## config.mk

```make
export PLATFORM = sky130hd
export DESIGN_NAME = line_state_packer
export DESIGN_NICKNAME = d
export VERILOG_FILES = /design/src/rtl/lsp_pkg.sv /design/src/rtl/lsp_sync.sv /design/src/rtl/lsp_gather.sv /design/src/rtl/lsp_emit.sv /design/src/rtl/line_state_packer.sv
export SDC_FILE = /design/constraint.sdc
export NUM_CORES = 1
export LEC_CHECK = 0
export BUFFER_PORTS_ARGS = -buffer_cell sky130_fd_sc_hd__buf_2
export CAP_MARGIN = 25
export CORE_MARGIN = 2
export CORE_UTILIZATION = 25
export CTS_CLUSTER_SIZE = 40
export DETAILED_ROUTE_END_ITERATION = 16
export PLACE_DENSITY_LB_ADDON = 0.1
export SYNTH_ARGS = -nofsm -noshare
export SYNTH_HDL_FRONTEND = slang
export SYNTH_SLANG_ARGS = --single-unit
```

## constraint.sdc

```tcl
create_clock -name clk -period 2.6 [get_ports clk]
set_input_delay 0.26 -clock clk [delete_from_list [all_inputs] [get_ports clk]]
set_output_delay 0.26 -clock clk [all_outputs]
set_load 0.01 [all_outputs]
```

## src/rtl/lsp_pkg.sv

```systemverilog
package lsp_pkg;
  // One captured line state; bit 2 = rcv, bit 1 = vm, bit 0 = vp.
  localparam int unsigned LINE_W = 3;
  typedef struct packed {
    logic rcv;
    logic vm;
    logic vp;
  } line_t;
endpackage

```

## src/rtl/lsp_sync.sv

```systemverilog
module lsp_sync #(
  parameter int unsigned W = 3
) (
  input  logic         clk,
  input  logic         rst_n,
  input  logic [W-1:0] d,
  output logic [W-1:0] q
);
  for (genvar i = 0; i < W; i++) begin : g_bit
    always_ff @(posedge clk or negedge rst_n) begin
      if (!rst_n) q[i] <= 1'b0;
      else        q[i] <= d[i];
    end
  end

  AST_ONE_STAGE: assert property (@(posedge clk) disable iff (!rst_n)
    1'b1 |=> (q == $past(d)));
endmodule

```

## src/rtl/lsp_gather.sv

```systemverilog
module lsp_gather #(
  parameter int unsigned SW    = 3,
  parameter int unsigned N     = 5,
  parameter int unsigned CNT_W = 3
) (
  input  logic            clk,
  input  logic            rst_n,
  input  logic            en,
  input  logic [SW-1:0]   sample,
  output logic            fire,
  output logic [SW*N-1:0] pack
);
  localparam int unsigned SLOT_IW = (N > 2) ? $clog2(N-1) : 1;
  localparam logic [CNT_W-1:0] LAST = CNT_W'(N-1);

  logic [CNT_W-1:0]        cnt;
  logic [N-2:0][SW-1:0]    slots;

  always_ff @(posedge clk or negedge rst_n) begin
    if (!rst_n) begin
      cnt   <= '0;
      slots <= '0;
    end else if (!en) begin
      cnt <= '0;
    end else if (cnt == LAST) begin
      cnt <= '0;
    end else begin
      slots[cnt[SLOT_IW-1:0]] <= sample;
      cnt <= cnt + 1'b1;
    end
  end

  assign fire = en && (cnt == LAST);
  assign pack = {sample, slots};

  AST_CNT_BOUND: assert property (@(posedge clk) disable iff (!rst_n)
    cnt <= LAST);
  AST_IDLE_RESTART: assert property (@(posedge clk) disable iff (!rst_n)
    !en |=> (cnt == '0));
endmodule

```

## src/rtl/lsp_emit.sv

```systemverilog
module lsp_emit #(
  parameter int unsigned PW     = 15,
  parameter int unsigned WORD_W = 16
) (
  input  logic              clk,
  input  logic              rst_n,
  input  logic              fire,
  input  logic [PW-1:0]     pack,
  input  logic              out_ready,
  output logic [WORD_W-1:0] out_data,
  output logic              out_valid,
  output logic              overflow
);
  localparam int unsigned PAD_W = WORD_W - PW;

  always_ff @(posedge clk or negedge rst_n) begin
    if (!rst_n) begin
      out_data  <= '0;
      out_valid <= 1'b0;
      overflow  <= 1'b0;
    end else begin
      out_valid <= fire;
      if (fire) out_data <= {{PAD_W{1'b0}}, pack};
      if (out_valid && !out_ready) overflow <= 1'b1;
    end
  end

  AST_SINGLE_PULSE: assert property (@(posedge clk) disable iff (!rst_n)
    out_valid |=> !out_valid);
  AST_DROP_FLAGS: assert property (@(posedge clk) disable iff (!rst_n)
    (out_valid && !out_ready) |=> overflow);
  AST_OVF_STICKY: assert property (@(posedge clk) disable iff (!rst_n)
    overflow |=> overflow);
  AST_PAD_ZERO: assert property (@(posedge clk) disable iff (!rst_n)
    out_valid |-> (out_data[WORD_W-1:PW] == '0));
endmodule

```

## src/rtl/line_state_packer.sv

```systemverilog
module line_state_packer #(
  parameter int unsigned SAMPLES = 5,
  parameter int unsigned WORD_W  = 16
) (
  input  logic              clk,
  input  logic              rst_n,
  input  logic              cap_en,
  input  logic              rx_diff,
  input  logic              rx_dp,
  input  logic              rx_dm,
  input  logic              out_ready,
  output logic [WORD_W-1:0] out_data,
  output logic              out_valid,
  output logic              overflow
);
  import lsp_pkg::*;

  localparam int unsigned PACK_W = LINE_W * SAMPLES;
  localparam int unsigned CNT_W  = (SAMPLES > 1) ? $clog2(SAMPLES) : 1;

  line_t              raw_line;
  line_t              sync_line;
  logic               word_fire;
  logic [PACK_W-1:0]  word_pack;

  always_comb begin
    raw_line.rcv = rx_diff;
    raw_line.vm  = rx_dm;
    raw_line.vp  = rx_dp;
  end

  lsp_sync #(.W(LINE_W)) u_sync (
    .clk   (clk),
    .rst_n (rst_n),
    .d     (raw_line),
    .q     (sync_line)
  );

  lsp_gather #(.SW(LINE_W), .N(SAMPLES), .CNT_W(CNT_W)) u_gather (
    .clk    (clk),
    .rst_n  (rst_n),
    .en     (cap_en),
    .sample (sync_line),
    .fire   (word_fire),
    .pack   (word_pack)
  );

  lsp_emit #(.PW(PACK_W), .WORD_W(WORD_W)) u_emit (
    .clk       (clk),
    .rst_n     (rst_n),
    .fire      (word_fire),
    .pack      (word_pack),
    .out_ready (out_ready),
    .out_data  (out_data),
    .out_valid (out_valid),
    .overflow  (overflow)
  );

  AST_NO_IDLE_WORD: assert property (@(posedge clk) disable iff (!rst_n)
    !cap_en |=> !out_valid);
endmodule

```

==> results of run 1 <==
-- layer usage --
metal	wire length [um]	GRT usage (%)
met2	1040	11.8
met3	114	4.53
met4	17	3.21
met5	0	0
met1	1090	11.4
-- synthesized netlist by cell type (all sizes together) --
cell type	n	area (um2)
dfrtp	35	876
a21boi	1	11.3
ha	4	50.1
buf	2	18.8
mux2	27	304
nand3	1	17.5
a21o	1	7.51
nor2b	1	6.26
conb	1	3.75
nand3b	1	7.51
nand2	3	11.3
mux2i	1	10.0
nor2	1	3.75
and2	2	12.5
inv	4	15.0
-- power by group through the flow --
stage / registers [mW] / clock network, mW / logic (mW)
after floorplan: 0.807 / 0 / 0.154
after global placement: 0.778 / 0 / 0.308
after detailed placement: 0.780 / 0 / 0.311
after CTS: 0.771 / 0.368 / 0.313
after global routing: 0.792 / 0.402 / 0.331
final: 0.768 / 0.346 / 0.305
-- how the worst max path moves through the flow --
stage | from | slack, ns | to | cells after the start
3_5_place_dp | u_gather.cnt[0] | 1.06 | u_gather.pack[9] | 5
2_1_floorplan | u_gather.cnt[0] | 1.22 | u_emit.out_data[10] | 5
6_report | u_gather.cnt[0] | 1.05 | u_gather.pack[11] | 5
4_1_cts | u_gather.cnt[0] | 1.04 | u_gather.pack[11] | 5
5_1_grt | u_gather.cnt[0] | 0.94 | u_gather.pack[10] | 5
3_3_place_gp | u_gather.cnt[0] | 1.12 | u_gather.pack[10] | 5
-- area by class of cell --
class,count,area share (%)
Multi-Input combinational cell,44,27.6
Tap cell,70,5.43
Inverter,4,0.932
Clock buffer,6,4.50
Sequential cell,35,54.3
Timing Repair Buffer,23,7.14
-- state kept, by name, indices dropped and copies added, names as in the netlist --
| register | count |
|---|---|
| u_emit.out_data | 15 |
| u_emit.out_valid | 1 |
| u_emit.overflow | 1 |
| u_gather.cnt | 3 |
| u_gather.pack | 12 |
| u_sync.q | 3 |
-- critical path: cells and delay by family, from the launching register on --
kind | cells | cell delay (ns)
buffers and inverters | 1 | 0.11
adders and majority gates | 1 | 0.28
and+or+nand+nor | 1 | 0.18
muxes | 1 | 0.35
AOI/OAI and AO/OA | 1 | 0.11
DFF | 1 | 0.40
-- kinds of logic (layout without fill, tap and decap cells) --
| logic type | after synthesis | in the layout | share of synthesized area [%] |
|---|---|---|---|
| compound gates | 2 | 2 | 1.39 |
| fa+ha+maj | 4 | 4 | 3.69 |
| buf+inv | 6 | 33 | 2.49 |
| flops | 35 | 35 | 64.6 |
| mux | 28 | 28 | 23.2 |
| other cells | 1 | 1 | 0.277 |
| simple gates | 9 | 9 | 4.34 |
==> flow_summary.yaml, run 1 <==
final_layout:
  number_of_inserted_diodes: 0
  area.growth.synth_to_final_pct: 18.9
  nNetsFinal: 124
  layout_commonest_cell: "sky130_fd_sc_hd__dfrtp_1"
  post_route_cells_drive_above_1_share_pct: 50.9
  stdcell_count: 182
  area_used_by_multi_input_combinational_logic_um2: 445
  finish.instance_area_um2: 1610
  fin_util_pct: 31.2
  final.fill_count: 526
  layout_common_cells: "35 x sky130_fd_sc_hd__dfrtp_1, 27 x sky130_fd_sc_hd__mux2_2, 23 x sky130_fd_sc_hd__buf_2"
  register_area_um2: 876
clock_tree:
  path_clk_slew_ns: 0.06
  cts_resized: 0
  cts.htree.levels: 2
  tritoncts.num_buffers: 5
  worstSkewPairLatency_ns: 0.28
  cts_num_sinks: 35
  cts_hold_buf: 0
  cts_setup_buffers: 0
  max-clock-path-buffers: 2
  tritoncts: "done"
  clock_tree.root_cell: "sky130_fd_sc_hd__clkbuf_8"
placed_design:
  io_buffer_count: 23
  pre_cts_ws_ns: 1.06
  detailed_place_hpwl_mm: 1.52
  gp_congestion: 0.644
  placedInstanceArea_um2: 1540
  numPlacedInstances: 176
floorplanning:
  die_area_um2: 6020
  die_w_um: 77.6
  io_pins: 25
  start_util_pct: 26.2
  die_h_um: 77.6
  core_um2: 5170
  std_cell_rows: 26
route:
  postRouteWirelength_mm: 2.25
  drt-pass1-iter-count: 3
  drcViolationCount: 0
  vias: 739
  final_antenna_net_count: 0
  drt-wirelength-per-cell_um: 12.4
  vias_per_cell: 4.06
  drt_first_iter_violations: 18
sta:
  unrepaired_setup_endpoints_after_global_routing: "no"
  timing.clock.skew_ns: 0.00359
  timing.slew.headroom_pct: 47.9
  min_period_over_period_pct: 59.5
  worst_slack_ns: 1.05
  tns_ns: 0
  report.final.hold_viol_count: 0
  pins_over_slew_limit: 0
  tightest_slew_ns: 0.782
  max_freq_mhz: 646
  hold_slack_ns: 0.0621
  setup_viol_count_final: 0
  finalWorstPathRequiredPeriod_ns: 1.55
power:
  finalPower_mw: 1.42
  power_switching_mw: 0.371
  powerDensity_nw_per_um2: 881
  switching_share_pct: 26.1
  pwr-share-seq_pct: 54.1
  power.share.clock_pct: 24.4
  ir_drop_worst_case_vdd_mv: 0.409
  cell_internal_pwr_mw: 1.05
  power.combinational.fraction_pct: 21.5
  total_leakage_power_nw: 0.807
worst_setup_path:
  cp-start-kind: "register"
  path_class: "reg2reg"
  endpoint_kind: "register"
  r2r-end: "u_gather.pack[11]"
  worstPathMaxFanout: 4
  r2r_slack_ns: 1.05
  cp_data_arrival_time_ns: 1.71
  critPathSlowestCell: "sky130_fd_sc_hd__dfrtp_1"
  r2r.worst_path.cells: 5
  critical_path.reg2reg.startpoint: "u_gather.cnt[0]"
  cp_data_required_time_ns: 2.76
  critical-path-max-stage-delay_ns: 0.40
  worstPathCellList: "inv_1 > ha_1 > a21boi_2 > nand2_1 > mux2_2"
synthesis:
  syn-instance-count: 85
  post_synth.cell_area_avg_um2: 15.9
  ys_ff_latch: 35
  mappedNetlistNets: 96
  mappedNetlistArea_um2: 1360
  yosys_warning_count: 0
  ys_types: 16
  synth_seq_area_share_pct: 64.6
global_routing:
  number_of_global_route_vias_before_repair: 761
  grt.total_usage_pct: 8.61
  grt_antenna_before_repair: 0
  grt_remaining_overflow: 0
  grt_max_degree: 36
  global_route_wire_length_before_repair_mm: 3.82
run:
  count_of_max_cap_constraint_violations: 0
outcome:
  run_status: "complete, no violations"
min_path:
  timing.hold.worst.class: "in2async"
(Power assumes the default switching activity.)
==> run 2, diff against run 1 <==
==> constraint.sdc (replaced) <==
create_clock -name clk -period 1.55 [get_ports clk]
set_input_delay 0.155 -clock clk [delete_from_list [all_inputs] [get_ports clk]]
set_output_delay 0.155 -clock clk [all_outputs]
set_load 0.01 [all_outputs]
==> flow_summary.yaml, run 2 (synthesized netlist as in run 1, its figures left out) <==
route:
  final_antenna_net_count: 0
  drt-wirelength-per-cell_um: 12.5
  drt-pass1-iter-count: 4
  vias_per_cell: 4.08
  postRouteWirelength_mm: 2.36
  drt_first_iter_violations: 28
  vias: 767
  drcViolationCount: 0
placed_design:
  gp_congestion: 0.642
  placedInstanceArea_um2: 1550
  detailed_place_hpwl_mm: 1.49
  io_buffer_count: 23
outcome:
  run_status: "complete, no violations"
worst_setup_path:
  path_delay_family: "flip-flops"
  endpoint_kind: "register"
  cp-start-kind: "register"
  crit_buf_inv: 1
  critical-path-max-stage-delay_ns: 0.40
  critPathSlowestCell: "sky130_fd_sc_hd__dfrtp_1"
  crit_path_start: "u_gather.cnt[0]"
  r2r-end: "u_gather.pack[9]"
  worstPathMaxFanout: 5
  r2r_slack_ns: 0.08
  critical_path.reg2reg.startpoint: "u_gather.cnt[0]"
  r2r.worst_path.cells: 5
  cp_data_arrival_time_ns: 1.63
  worstPathCellList: "inv_1 > ha_4 > a21boi_2 > nand2_1 > mux2_2"
  cp_data_required_time_ns: 1.71
  path_class: "reg2reg"
final_layout:
  layout_common_cells: "35 x sky130_fd_sc_hd__dfrtp_1, 27 x sky130_fd_sc_hd__mux2_2, 23 x sky130_fd_sc_hd__buf_2"
  layout_commonest_cell: "sky130_fd_sc_hd__dfrtp_1"
  finish.instance_area_um2: 1690
  fin_util_pct: 32.7
  nNetsFinal: 130
  area_used_by_multi_input_combinational_logic_um2: 475
  final.fill_count: 521
  post_route_cells_drive_above_1_share_pct: 50.8
  registers.top_by_ff_count: "u_emit.out_data"
  area.growth.synth_to_final_pct: 24.7
  number_of_inserted_diodes: 0
  largest_register_ff_count: 15
  register_area_um2: 876
power:
  pwr-share-seq_pct: 53.5
  finalPower_mw: 2.41
  switching_share_pct: 26.5
  cell_internal_pwr_mw: 1.77
  ir_drop_worst_case_vdd_mv: 0.575
  powerDensity_nw_per_um2: 1430
  power.combinational.fraction_pct: 22.1
  power_switching_mw: 0.638
  power.share.clock_pct: 24.4
  total_leakage_power_nw: 0.830
clock_tree:
  worstSkewPairLatency_ns: 0.28
  path_clk_slew_ns: 0.06
  cts_setup_buffers: 0
  max-clock-path-buffers: 2
  cts_num_sinks: 35
  cts.htree.levels: 2
  tritoncts.num_buffers: 5
  tritoncts: "done"
  clock_tree.root_cell: "sky130_fd_sc_hd__clkbuf_8"
min_path:
  hold_depth: 3
  worst_hold_path.endpoint: "u_emit.overflow"
  timing.hold.worst.class: "in2reg"
  worst_hold_startpoint: "out_ready"
floorplanning:
  die_area_um2: 6020
  core_um2: 5170
  die_h_um: 77.6
  std_cell_rows: 26
  die_w_um: 77.6
  start_util_pct: 26.2
  io_pins: 25
sta:
  min_period_over_period_pct: 94.8
  timing.clock.skew_ns: 0.00446
  hold_slack_ns: 0.146
  report.final.hold_viol_count: 0
  setup_viol_count_final: 0
  unrepaired_setup_endpoints_after_global_routing: "no"
  tns_ns: 0
  pins_over_slew_limit: 0
  finalWorstPathRequiredPeriod_ns: 1.47
  max_freq_mhz: 681
global_routing:
  number_of_global_route_vias_before_repair: 790
  grt_remaining_overflow: 0
  grt_max_degree: 36
  grt_antenna_before_repair: 0
  grt.total_usage_pct: 8.44
  global_route_wire_length_before_repair_mm: 3.77
run:
  count_of_max_cap_constraint_violations: 0
[run 2: changes by cell type in the layout (fill, tap and decap cells not counted)]
cell                            before  now
sky130_fd_sc_hd__dlygate4sd3_1       0    4
sky130_fd_sc_hd__buf_4               0    1
sky130_fd_sc_hd__ha_1                4    3
sky130_fd_sc_hd__ha_4                0    1
sky130_fd_sc_hd__nand3_4             1    2
[run 2: stage by stage]
| step | instances | setup slack (ns) |
|---|---|---|
| 2_1_floorplan | 85 | 0.169 |
| 3_3_place_gp | 177 | 0.0689 |
| 3_5_place_dp | 177 | 0.0312 |
| 4_1_cts | 187 | 0.0142 |
| 5_1_grt | 188 | 0.00137 |
| 6_report | 188 | 0.0806 |
[run 2: worst reg2reg max path, cell delays in order (launching register included)]
cell and delay [ns]:
sky130_fd_sc_hd__dfrtp_1 0.40, sky130_fd_sc_hd__inv_1 0.14, sky130_fd_sc_hd__ha_4 0.21, sky130_fd_sc_hd__a21boi_2 0.08, sky130_fd_sc_hd__nand2_1 0.17, sky130_fd_sc_hd__mux2_2 0.35
[run 2: how the worst max path moves through the flow]
| stage | end | slack, ns | depth (start not counted) |
|---|---|---|---|
| floorplan | u_emit.out_data[10] | 0.17 | 5 |
| global placement | u_gather.pack[10] | 0.07 | 5 |
| detailed placement | u_gather.pack[9] | 0.03 | 5 |
| CTS | u_gather.pack[9] | 0.01 | 5 |
| global route | u_gather.pack[9] | 0.001 | 5 |
| finish | u_gather.pack[9] | 0.08 | 5 |
[run 2: metal layers]
layer	GRT usage (%)	routed length [um]
met2	13.0	1090
met1	9.79	1090
met4	4.82	51
met5	0	0
met3	3.60	128
[run 2: what timing repair did]
action | 4_1_cts | 5_1_grt
hold endpoints to repair | 38 | 0
setup endpoints to repair | 0 | 24
gates resized for setup | 0 | 3
hold buffers | 4 | 0
[run 2: power by group through the flow]
stage,Combinational (mW),Clock [mW],Sequential (mW)
final,0.534,0.588,1.29
after global routing,0.581,0.667,1.33
after CTS,0.534,0.614,1.29
after detailed placement,0.522,0,1.31
after global placement,0.518,0,1.30
after floorplan,0.258,0,1.35
[run 2: final cells by class]
type                       instances  area share, %
clock buffer                       6           4.30
tap                               70           5.19
sequential                        35           51.9
inverter                           4          0.889
timing repair buffer              28           9.63
multi-input combinational         45           28.1
